==> config.mk <==
export PLATFORM = sky130hd
export DESIGN_NAME = opnd_addr_gen
export DESIGN_NICKNAME = d
export VERILOG_FILES = /design/src/rtl/opnd_ea_pkg.sv /design/src/rtl/opnd_byte_collector.sv /design/src/rtl/opnd_ea_calc.sv /design/src/rtl/opnd_ea_check.sv /design/src/rtl/opnd_addr_gen.sv
export SDC_FILE = /design/constraint.sdc
export NUM_CORES = 1
export LEC_CHECK = 0
export ABC_CLOCK_PERIOD_IN_PS = 12600
export BUFFER_PORTS_ARGS = -buffer_cell sky130_fd_sc_hd__buf_4
export CORE_MARGIN = 2
export CORE_UTILIZATION = 31
export DETAILED_ROUTE_END_ITERATION = 16
export PLACE_DENSITY = 0.53
export SYNTH_ARGS = -nofsm -noshare
export SYNTH_HDL_FRONTEND = slang
export SYNTH_HIERARCHICAL = 1
export SYNTH_SLANG_ARGS = --single-unit
==> constraint.sdc <==
create_clock -name clk -period 12.6 [get_ports clk]
set_clock_uncertainty 0.1 [all_clocks]
set_input_delay 3.15 -clock clk [delete_from_list [all_inputs] [get_ports clk]]
set_output_delay 3.15 -clock clk [all_outputs]
set_load 0.02 [all_outputs]
==> src/rtl/opnd_ea_pkg.sv <==
package opnd_ea_pkg;
  localparam int ADDR_W    = 16;
  localparam int BYTE_W    = 8;
  localparam int MAX_OPND  = 2;
  localparam int NEED_W    = $clog2(MAX_OPND + 1);

  typedef enum logic [2:0] {
    AM_DIRECT = 3'd0,
    AM_SHORT  = 3'd1,
    AM_SFR    = 3'd2,
    AM_INDIR  = 3'd3,
    AM_BASED  = 3'd4,
    AM_STACK  = 3'd5,
    AM_RSV6   = 3'd6,
    AM_RSV7   = 3'd7
  } am_e;

  // Operand bytes each mode consumes from the byte stream
  function automatic logic [NEED_W-1:0] bytes_needed(am_e m);
    case (m)
      AM_DIRECT: bytes_needed = NEED_W'(2);
      AM_SHORT,
      AM_SFR,
      AM_BASED:  bytes_needed = NEED_W'(1);
      default:   bytes_needed = NEED_W'(0);
    endcase
  endfunction
endpackage

==> src/rtl/opnd_byte_collector.sv <==
module opnd_byte_collector
  import opnd_ea_pkg::*;
#(
  parameter int MAX_BYTES = MAX_OPND,
  parameter int BW        = BYTE_W,
  localparam int CW       = $clog2(MAX_BYTES + 1)
) (
  input  logic                  clk,
  input  logic                  rst_n,
  input  logic                  cmd_valid,
  output logic                  cmd_ready,
  input  logic [CW-1:0]         cmd_need,
  input  logic                  byte_valid,
  output logic                  byte_ready,
  input  logic [BW-1:0]         byte_data,
  input  logic                  res_ready,
  output logic                  res_valid,
  output logic                  cmd_fire,
  output logic                  fire,
  output logic [MAX_BYTES*BW-1:0] bytes_next
);
  typedef enum logic [1:0] {S_IDLE, S_COLLECT, S_HOLD} st_e;

  st_e           st_q, st_d;
  logic [CW-1:0] cnt_q, need_q;
  logic          byte_fire, last_byte;

  assign cmd_ready  = (st_q == S_IDLE);
  assign byte_ready = (st_q == S_COLLECT);
  assign res_valid  = (st_q == S_HOLD);
  assign cmd_fire   = cmd_valid && cmd_ready;
  assign byte_fire  = byte_valid && byte_ready;
  assign last_byte  = byte_fire && (CW'(cnt_q + 1'b1) == need_q);
  assign fire       = (cmd_fire && (cmd_need == '0)) || last_byte;

  always_comb begin
    st_d = st_q;
    case (st_q)
      S_IDLE:    if (cmd_fire) st_d = (cmd_need == '0) ? S_HOLD : S_COLLECT;
      S_COLLECT: if (last_byte) st_d = S_HOLD;
      S_HOLD:    if (res_ready) st_d = S_IDLE;
      default:   st_d = S_IDLE;
    endcase
  end

  always_ff @(posedge clk or negedge rst_n) begin
    if (!rst_n) begin
      st_q   <= S_IDLE;
      cnt_q  <= '0;
      need_q <= '0;
    end else begin
      st_q <= st_d;
      if (cmd_fire) begin
        cnt_q  <= '0;
        need_q <= cmd_need;
      end else if (byte_fire) begin
        cnt_q <= CW'(cnt_q + 1'b1);
      end
    end
  end

  // One slot per operand byte; the byte arriving now bypasses its slot
  for (genvar i = 0; i < MAX_BYTES; i++) begin : g_slot
    logic [BW-1:0] slot_q;
    logic          hit;
    assign hit = byte_fire && (cnt_q == CW'(i));
    always_ff @(posedge clk or negedge rst_n) begin
      if (!rst_n)   slot_q <= '0;
      else if (hit) slot_q <= byte_data;
    end
    assign bytes_next[i*BW +: BW] = hit ? byte_data : slot_q;
  end

  p_cnt_below_need_r9: assert property (@(posedge clk) disable iff (!rst_n)
    byte_ready |-> (cnt_q < need_q));
  p_result_held_r10: assert property (@(posedge clk) disable iff (!rst_n)
    (res_valid && !res_ready) |=> res_valid);
  p_zero_byte_fast_r10: assert property (@(posedge clk) disable iff (!rst_n)
    (cmd_fire && cmd_need == '0) |=> res_valid);
  p_idle_after_take_r10: assert property (@(posedge clk) disable iff (!rst_n)
    (res_valid && res_ready) |=> cmd_ready);
endmodule

==> src/rtl/opnd_ea_calc.sv <==
module opnd_ea_calc
  import opnd_ea_pkg::*;
#(
  parameter logic [ADDR_W-1:0] SHORT_BASE = 16'hFE20,
  parameter logic [BYTE_W-1:0] SFR_PAGE   = 8'hFF
) (
  input  am_e               mode,
  input  logic              sel,
  input  logic [BYTE_W-1:0] b_lo,
  input  logic [BYTE_W-1:0] b_hi,
  input  logic [ADDR_W-1:0] de,
  input  logic [ADDR_W-1:0] hl,
  input  logic [ADDR_W-1:0] sp,
  output logic [ADDR_W-1:0] addr,
  output logic [ADDR_W-1:0] sp_next
);
  localparam logic [BYTE_W-1:0] SPLIT    = SHORT_BASE[BYTE_W-1:0];
  localparam logic [BYTE_W-1:0] PAGE_LO  = SHORT_BASE[ADDR_W-1:BYTE_W];
  localparam logic [BYTE_W-1:0] PAGE_HI  = BYTE_W'(PAGE_LO + 1'b1);

  logic [ADDR_W-1:0] sp_dec, sp_inc;
  assign sp_dec = ADDR_W'(sp - 1'b1);
  assign sp_inc = ADDR_W'(sp + 1'b1);

  always_comb begin
    addr    = '0;
    sp_next = sp;
    case (mode)
      AM_DIRECT: addr = {b_hi, b_lo};
      // Window folds across a page: offsets below the split land one page up
      AM_SHORT:  addr = (b_lo < SPLIT) ? {PAGE_HI, b_lo} : {PAGE_LO, b_lo};
      AM_SFR:    addr = {SFR_PAGE, b_lo};
      AM_INDIR:  addr = sel ? hl : de;
      AM_BASED:  addr = ADDR_W'(hl + {{(ADDR_W-BYTE_W){1'b0}}, b_lo});
      AM_STACK: begin
        addr    = sel ? sp : sp_dec;
        sp_next = sel ? sp_inc : sp_dec;
      end
      default:   addr = '0;
    endcase
  end
endmodule

==> src/rtl/opnd_ea_check.sv <==
module opnd_ea_check
  import opnd_ea_pkg::*;
#(
  parameter logic [BYTE_W-1:0] HOLE_LO = 8'hD0,
  parameter logic [BYTE_W-1:0] HOLE_HI = 8'hDF,
  parameter logic [ADDR_W-1:0] RAM_LO  = 16'hFE20,
  parameter logic [ADDR_W-1:0] RAM_HI  = 16'hFEFF
) (
  input  am_e               mode,
  input  logic              sel,
  input  logic [BYTE_W-1:0] b_lo,
  input  logic [ADDR_W-1:0] addr,
  output logic              err
);
  always_comb begin
    case (mode)
      AM_SHORT: err = sel && b_lo[0];
      AM_SFR:   err = (b_lo >= HOLE_LO) && (b_lo <= HOLE_HI);
      AM_STACK: err = (addr < RAM_LO) || (addr > RAM_HI);
      AM_RSV6,
      AM_RSV7:  err = 1'b1;
      default:  err = 1'b0;
    endcase
  end
endmodule

==> src/rtl/opnd_addr_gen.sv <==
module opnd_addr_gen
  import opnd_ea_pkg::*;
#(
  parameter logic [ADDR_W-1:0] SHORT_BASE = 16'hFE20,
  parameter logic [BYTE_W-1:0] SFR_PAGE   = 8'hFF,
  parameter logic [BYTE_W-1:0] HOLE_LO    = 8'hD0,
  parameter logic [BYTE_W-1:0] HOLE_HI    = 8'hDF,
  parameter logic [ADDR_W-1:0] RAM_LO     = 16'hFE20,
  parameter logic [ADDR_W-1:0] RAM_HI     = 16'hFEFF
) (
  input  logic              clk,
  input  logic              rst_n,
  input  logic              cmd_valid,
  output logic              cmd_ready,
  input  logic [2:0]        cmd_mode,
  input  logic              cmd_sel,
  input  logic [ADDR_W-1:0] de_val,
  input  logic [ADDR_W-1:0] hl_val,
  input  logic [ADDR_W-1:0] sp_val,
  input  logic              byte_valid,
  output logic              byte_ready,
  input  logic [BYTE_W-1:0] byte_data,
  output logic              ea_valid,
  input  logic              ea_ready,
  output logic [ADDR_W-1:0] ea_addr,
  output logic              ea_range_err,
  output logic [ADDR_W-1:0] ea_sp_next
);
  localparam logic [ADDR_W-1:0] SHORT_TOP = ADDR_W'(SHORT_BASE + 16'd255);

  am_e               mode_in, mode_q, mode_now;
  logic              sel_q, sel_now;
  logic [ADDR_W-1:0] de_q, hl_q, sp_q, de_now, hl_now, sp_now;
  logic              cmd_fire, fire;
  logic [MAX_OPND*BYTE_W-1:0] bytes_next;
  logic [ADDR_W-1:0] addr_c, spn_c;
  logic              err_c;

  assign mode_in = am_e'(cmd_mode);

  opnd_byte_collector #(.MAX_BYTES(MAX_OPND), .BW(BYTE_W)) u_collect (
    .clk        (clk),
    .rst_n      (rst_n),
    .cmd_valid  (cmd_valid),
    .cmd_ready  (cmd_ready),
    .cmd_need   (bytes_needed(mode_in)),
    .byte_valid (byte_valid),
    .byte_ready (byte_ready),
    .byte_data  (byte_data),
    .res_ready  (ea_ready),
    .res_valid  (ea_valid),
    .cmd_fire   (cmd_fire),
    .fire       (fire),
    .bytes_next (bytes_next)
  );

  // Context snapshot: taken at command acceptance, bypassed in that same cycle
  always_ff @(posedge clk or negedge rst_n) begin
    if (!rst_n) begin
      mode_q <= AM_DIRECT;
      sel_q  <= 1'b0;
      de_q   <= '0;
      hl_q   <= '0;
      sp_q   <= '0;
    end else if (cmd_fire) begin
      mode_q <= mode_in;
      sel_q  <= cmd_sel;
      de_q   <= de_val;
      hl_q   <= hl_val;
      sp_q   <= sp_val;
    end
  end

  assign mode_now = cmd_fire ? mode_in : mode_q;
  assign sel_now  = cmd_fire ? cmd_sel : sel_q;
  assign de_now   = cmd_fire ? de_val  : de_q;
  assign hl_now   = cmd_fire ? hl_val  : hl_q;
  assign sp_now   = cmd_fire ? sp_val  : sp_q;

  opnd_ea_calc #(.SHORT_BASE(SHORT_BASE), .SFR_PAGE(SFR_PAGE)) u_calc (
    .mode    (mode_now),
    .sel     (sel_now),
    .b_lo    (bytes_next[BYTE_W-1:0]),
    .b_hi    (bytes_next[2*BYTE_W-1:BYTE_W]),
    .de      (de_now),
    .hl      (hl_now),
    .sp      (sp_now),
    .addr    (addr_c),
    .sp_next (spn_c)
  );

  opnd_ea_check #(.HOLE_LO(HOLE_LO), .HOLE_HI(HOLE_HI),
                  .RAM_LO(RAM_LO), .RAM_HI(RAM_HI)) u_check (
    .mode (mode_now),
    .sel  (sel_now),
    .b_lo (bytes_next[BYTE_W-1:0]),
    .addr (addr_c),
    .err  (err_c)
  );

  always_ff @(posedge clk or negedge rst_n) begin
    if (!rst_n) begin
      ea_addr      <= '0;
      ea_range_err <= 1'b0;
      ea_sp_next   <= '0;
    end else if (fire) begin
      ea_addr      <= addr_c;
      ea_range_err <= err_c;
      ea_sp_next   <= spn_c;
    end
  end

  p_short_window_r2: assert property (@(posedge clk) disable iff (!rst_n)
    (ea_valid && mode_q == AM_SHORT) |-> (ea_addr >= SHORT_BASE && ea_addr <= SHORT_TOP));
  p_sfr_page_r4: assert property (@(posedge clk) disable iff (!rst_n)
    (ea_valid && mode_q == AM_SFR) |-> (ea_addr[ADDR_W-1:BYTE_W] == SFR_PAGE));
  p_indir_clean_r5: assert property (@(posedge clk) disable iff (!rst_n)
    (ea_valid && mode_q == AM_INDIR) |-> !ea_range_err);
  p_push_match_r7: assert property (@(posedge clk) disable iff (!rst_n)
    (ea_valid && mode_q == AM_STACK && !sel_q) |-> (ea_sp_next == ea_addr));
  p_pop_step_r7: assert property (@(posedge clk) disable iff (!rst_n)
    (ea_valid && mode_q == AM_STACK && sel_q) |-> (ea_sp_next == ADDR_W'(ea_addr + 1'b1)));
  p_rsv_flagged_r8: assert property (@(posedge clk) disable iff (!rst_n)
    (ea_valid && (mode_q == AM_RSV6 || mode_q == AM_RSV7)) |-> (ea_range_err && ea_addr == '0));
  p_hold_stable_r10: assert property (@(posedge clk) disable iff (!rst_n)
    (ea_valid && !ea_ready) |=> ($stable(ea_addr) && $stable(ea_range_err) && $stable(ea_sp_next)));
endmodule

==> impl_metrics.prom <==
# TYPE chip_impl_metric gauge
chip_impl_info{name="status",value="finished, final reports clean"} 1
chip_impl_metric{name="detailroute.via_count",unit=""} 4554
chip_impl_metric{name="max_slew.worst_pin.slew",unit="ps"} 1170
chip_impl_metric{name="clock_latency",unit="ps"} 360
chip_impl_metric{name="post_cts_buffers",unit=""} 0
chip_impl_info{name="layout.cells.most_common",value="sky130_fd_sc_hd__dfrtp_1"} 1
chip_impl_metric{name="syn_area",unit="sq um"} 6570
chip_impl_metric{name="timing.final.setup_violations",unit=""} 0
chip_impl_metric{name="grt_pass1_wl",unit="um"} 27500
chip_impl_info{name="timing.critical_path.from_type",value="input pin"} 1
chip_impl_metric{name="num_cts_buffers",unit=""} 9
chip_impl_metric{name="setup_total_negative_slack",unit="ps"} 0
chip_impl_metric{name="global_router_s_overall_resource_usage",unit="%"} 16.1
chip_impl_metric{name="post_cts.resized_instances",unit=""} 0
chip_impl_metric{name="top_level_ports",unit=""} 101
chip_impl_metric{name="design.final.nets",unit=""} 715
chip_impl_metric{name="post-route-cell-area",unit="sq um"} 7700
chip_impl_metric{name="pwrdens",unit="nW/um^2"} 313
chip_impl_metric{name="synthesis.yosys.warnings",unit=""} 6
chip_impl_metric{name="netlist_instances",unit=""} 557
chip_impl_metric{name="syn_nets",unit=""} 637
chip_impl_metric{name="cts_sinks",unit=""} 107
chip_impl_metric{name="worst_ep_arrival_time",unit="ps"} 7830
chip_impl_metric{name="fp-row-count",unit=""} 53
chip_impl_metric{name="post-route-period-util",unit="%"} 61.0
chip_impl_metric{name="slew_violations",unit=""} 0
chip_impl_info{name="rsz_0062_raised_after_global_routing",value="false"} 1
chip_impl_metric{name="clk_pin_slew",unit="ps"} 70
chip_impl_metric{name="core-area",unit="sq um"} 20900
chip_impl_metric{name="syn_avg_cell_area",unit="sq um"} 11.8
chip_impl_metric{name="postRouteWirelength",unit="um"} 17400
chip_impl_info{name="synth_ff_type",value="sky130_fd_sc_hd__dfrtp_1"} 1
chip_impl_metric{name="number_of_antenna_violations_at_the_first_check_in_global_routing",unit=""} 0
chip_impl_metric{name="dpl_cell_area",unit="sq um"} 7410
chip_impl_info{name="setup.worst_path.class",value="in2reg"} 1
chip_impl_metric{name="detailed_place_hpwl",unit="um"} 13100
chip_impl_metric{name="diodes",unit=""} 0
chip_impl_metric{name="timing.critical_path.required",unit="ps"} 12740
chip_impl_metric{name="synth-edff-count",unit=""} 0
chip_impl_metric{name="floorplan_die_height",unit="um"} 150
chip_impl_metric{name="fillCellCount",unit=""} 2062
chip_impl_info{name="cts_tree",value="yes"} 1
chip_impl_metric{name="detail_route.wl_per_cell",unit="um"} 19.1
chip_impl_metric{name="detailed_router_iteration_count_before_antenna_repair",unit=""} 5
chip_impl_metric{name="floorplan.die.width",unit="um"} 150
chip_impl_metric{name="syn2layout_area_growth",unit="%"} 17.2
chip_impl_metric{name="grt_remaining_overflow",unit=""} 0
chip_impl_info{name="clock-root-buffer",value="sky130_fd_sc_hd__clkbuf_16"} 1
chip_impl_metric{name="maximum_buffer_depth_of_the_clock_tree",unit=""} 2
chip_impl_metric{name="first_global_vias",unit=""} 4755
chip_impl_metric{name="initialDrtViolationCount",unit=""} 352
chip_impl_metric{name="port_buffers",unit=""} 100
chip_impl_metric{name="antenna_violating_nets_remaining",unit=""} 0
chip_impl_metric{name="gpl.final_weighted_congestion",unit=""} 0.862
chip_impl_info{name="min-delay-path-class",value="reg2reg"} 1
chip_impl_metric{name="worst_ir_drop_vdd",unit="mV"} 0.0915
chip_impl_metric{name="drt_drc_violations_left",unit=""} 0
chip_impl_metric{name="max-slew-margin-rel",unit="%"} 20.1
chip_impl_metric{name="largest_net_degree_at_the_start_of_global_routing",unit=""} 62
chip_impl_metric{name="fin_crit",unit="ps"} 7690
chip_impl_metric{name="yosysUniqueCellTypes",unit=""} 69
chip_impl_metric{name="final-hold-violation-count",unit=""} 0
chip_impl_metric{name="synth-seq-cells",unit=""} 107
chip_impl_metric{name="h-tree-depth",unit=""} 3
chip_impl_metric{name="static-leakage-power",unit="nW"} 3.43
chip_impl_metric{name="worst-path-max-fanout",unit=""} 55
chip_impl_info{name="most-common-layout-cells",value="sky130_fd_sc_hd__dfrtp_1 (107), sky130_fd_sc_hd__buf_4 (102), sky130_fd_sc_hd__mux2_4 (80)"} 1
chip_impl_metric{name="fin_total_pwr",unit="W"} 0.00241
chip_impl_metric{name="initial_core_util",unit="%"} 31.5
chip_impl_info{name="cp-end-kind",value="register"} 1
chip_impl_metric{name="synth_sequential_area_ratio",unit="%"} 40.7
chip_impl_metric{name="max_cap_violations",unit=""} 0
chip_impl_metric{name="max_clk_rate",unit="MHz"} 130
chip_impl_metric{name="dieArea",unit="sq um"} 22400
chip_impl_metric{name="cts.hold.buffers_added",unit=""} 0
chip_impl_metric{name="detail_route.vias_per_cell",unit=""} 4.98
chip_impl_metric{name="synthArstFlopShare",unit="%"} 100
chip_impl_metric{name="final_layout_size_suffix_gt1_share",unit="%"} 36.9
chip_impl_metric{name="total_area_of_multi_input_combinational_cells",unit="sq um"} 3580
chip_impl_metric{name="sequential_cell_area",unit="sq um"} 2680
==> where the power goes <==
part           internal [W]  switching (W)  leakage (nW)
combinational      0.000694       0.000838          2.02
sequential         0.000519      0.0000806          1.28
clock              0.000149       0.000130         0.133
==> routing by layer <==
metal  vias up  routed length (um)  GRT usage (%)
met5         -                   0              0
met4         0                 214           3.67
met3        11                 735           3.57
met2       117                8030           25.2
met1      2251                8450           22.7
li1       2175                   -              -
==> critical path: stages <==
cell and delay [ps]:
sky130_fd_sc_hd__buf_4 90, sky130_fd_sc_hd__nor3b_4 160, sky130_fd_sc_hd__buf_4 770, sky130_fd_sc_hd__mux2_4 370
sky130_fd_sc_hd__ha_1 430, sky130_fd_sc_hd__nand2_1 160, sky130_fd_sc_hd__a2111oi_0 1000, sky130_fd_sc_hd__o211ai_1 270
sky130_fd_sc_hd__xor2_1 190, sky130_fd_sc_hd__o21ai_0 380, sky130_fd_sc_hd__nand4b_4 130, sky130_fd_sc_hd__nor4_1 320
sky130_fd_sc_hd__nor3_1 70, sky130_fd_sc_hd__mux2_2 270
==> sequential cells by signal, indices dropped and copies added, names as in the netlist, 2 cells and up <==
name / cells
hl_q: 16
mode_q: 3
u_collect/need_q: 2
u_collect/st_q: 2
ea_sp_next: 16
u_collect/g_slot.slot_q: 16
sp_q: 16
ea_addr: 16
de_q: 16
u_collect/cnt_q: 2
==> kinds of logic after synthesis <==
logic type | synth area share (%)
xor+xnor | 5.20
flops | 40.7
simple gates | 11.5
buf+inv | 4.93
fa+ha+maj | 2.97
compound gates | 9.33
mux | 25.3
==> metrics by stage <==
stage	hold WS (ps)	util [%]	instances	setup WS (ps)
after floorplan	361	-	557	5830
after global placement	377	35.5	899	4610
after detailed placement	382	35.5	899	4460
after CTS	397	36.9	914	4820
after global routing	416	36.9	914	4570
final	393	36.9	914	4910
==> cells in the mapped netlist, types with 6 or more instances <==
cell type | n | area, sq um
sky130_fd_sc_hd__a211oi_1 | 13 | 97.6
sky130_fd_sc_hd__a21oi_1 | 28 | 140
sky130_fd_sc_hd__buf_6 | 7 | 78.8
sky130_fd_sc_hd__clkbuf_1 | 16 | 60.1
sky130_fd_sc_hd__dfrtp_1 | 107 | 2680
sky130_fd_sc_hd__ha_1 | 14 | 175
sky130_fd_sc_hd__inv_1 | 13 | 48.8
sky130_fd_sc_hd__mux2_2 | 25 | 282
sky130_fd_sc_hd__mux2_4 | 80 | 1200
sky130_fd_sc_hd__mux2i_1 | 17 | 170
sky130_fd_sc_hd__nand2_1 | 26 | 97.6
sky130_fd_sc_hd__nand3_1 | 14 | 70.1
sky130_fd_sc_hd__nand4_1 | 6 | 37.5
sky130_fd_sc_hd__nor2_1 | 30 | 113
sky130_fd_sc_hd__nor3_1 | 9 | 45.0
sky130_fd_sc_hd__o21ai_0 | 24 | 120
sky130_fd_sc_hd__o221ai_1 | 7 | 61.3
sky130_fd_sc_hd__xnor2_1 | 16 | 140
sky130_fd_sc_hd__xor2_1 | 23 | 201
==> path summary, 6_finish.rpt <==
| path | start | to | slack (ps) | cells after the start |
|---|---|---|---|---|
| min in group asynchronous | rst_n | ea_addr[11]$_DFFE_PN0P_ | 2690 | 1 |
| setup reg to reg | u_collect/st_q[1]$_DFFE_PN0P_ | ea_range_err$_DFFE_PN0P_ | 7200 | 13 |
| hold / removal | de_q[15]$_DFF_PN0_ | de_q[15]$_DFF_PN0_ | 390 | 1 |
| hold reg to reg | de_q[15]$_DFF_PN0_ | de_q[15]$_DFF_PN0_ | 390 | 1 |
| setup / recovery | cmd_valid | ea_range_err$_DFFE_PN0P_ | 4910 | 14 |
| max in group asynchronous | rst_n | hl_q[1]$_DFF_PN0_ | 8470 | 2 |
==> layout make-up <==
cell class	instances	area share [%]
Multi-Input combinational cell	402	46.5
Sequential cell	107	34.8
Timing Repair Buffer	102	9.94
Tap cell	275	4.47
Clock buffer	12	3.46
Inverter	13	0.633
Clock inverter	3	0.292
Power figures use the tool's default switching activity.
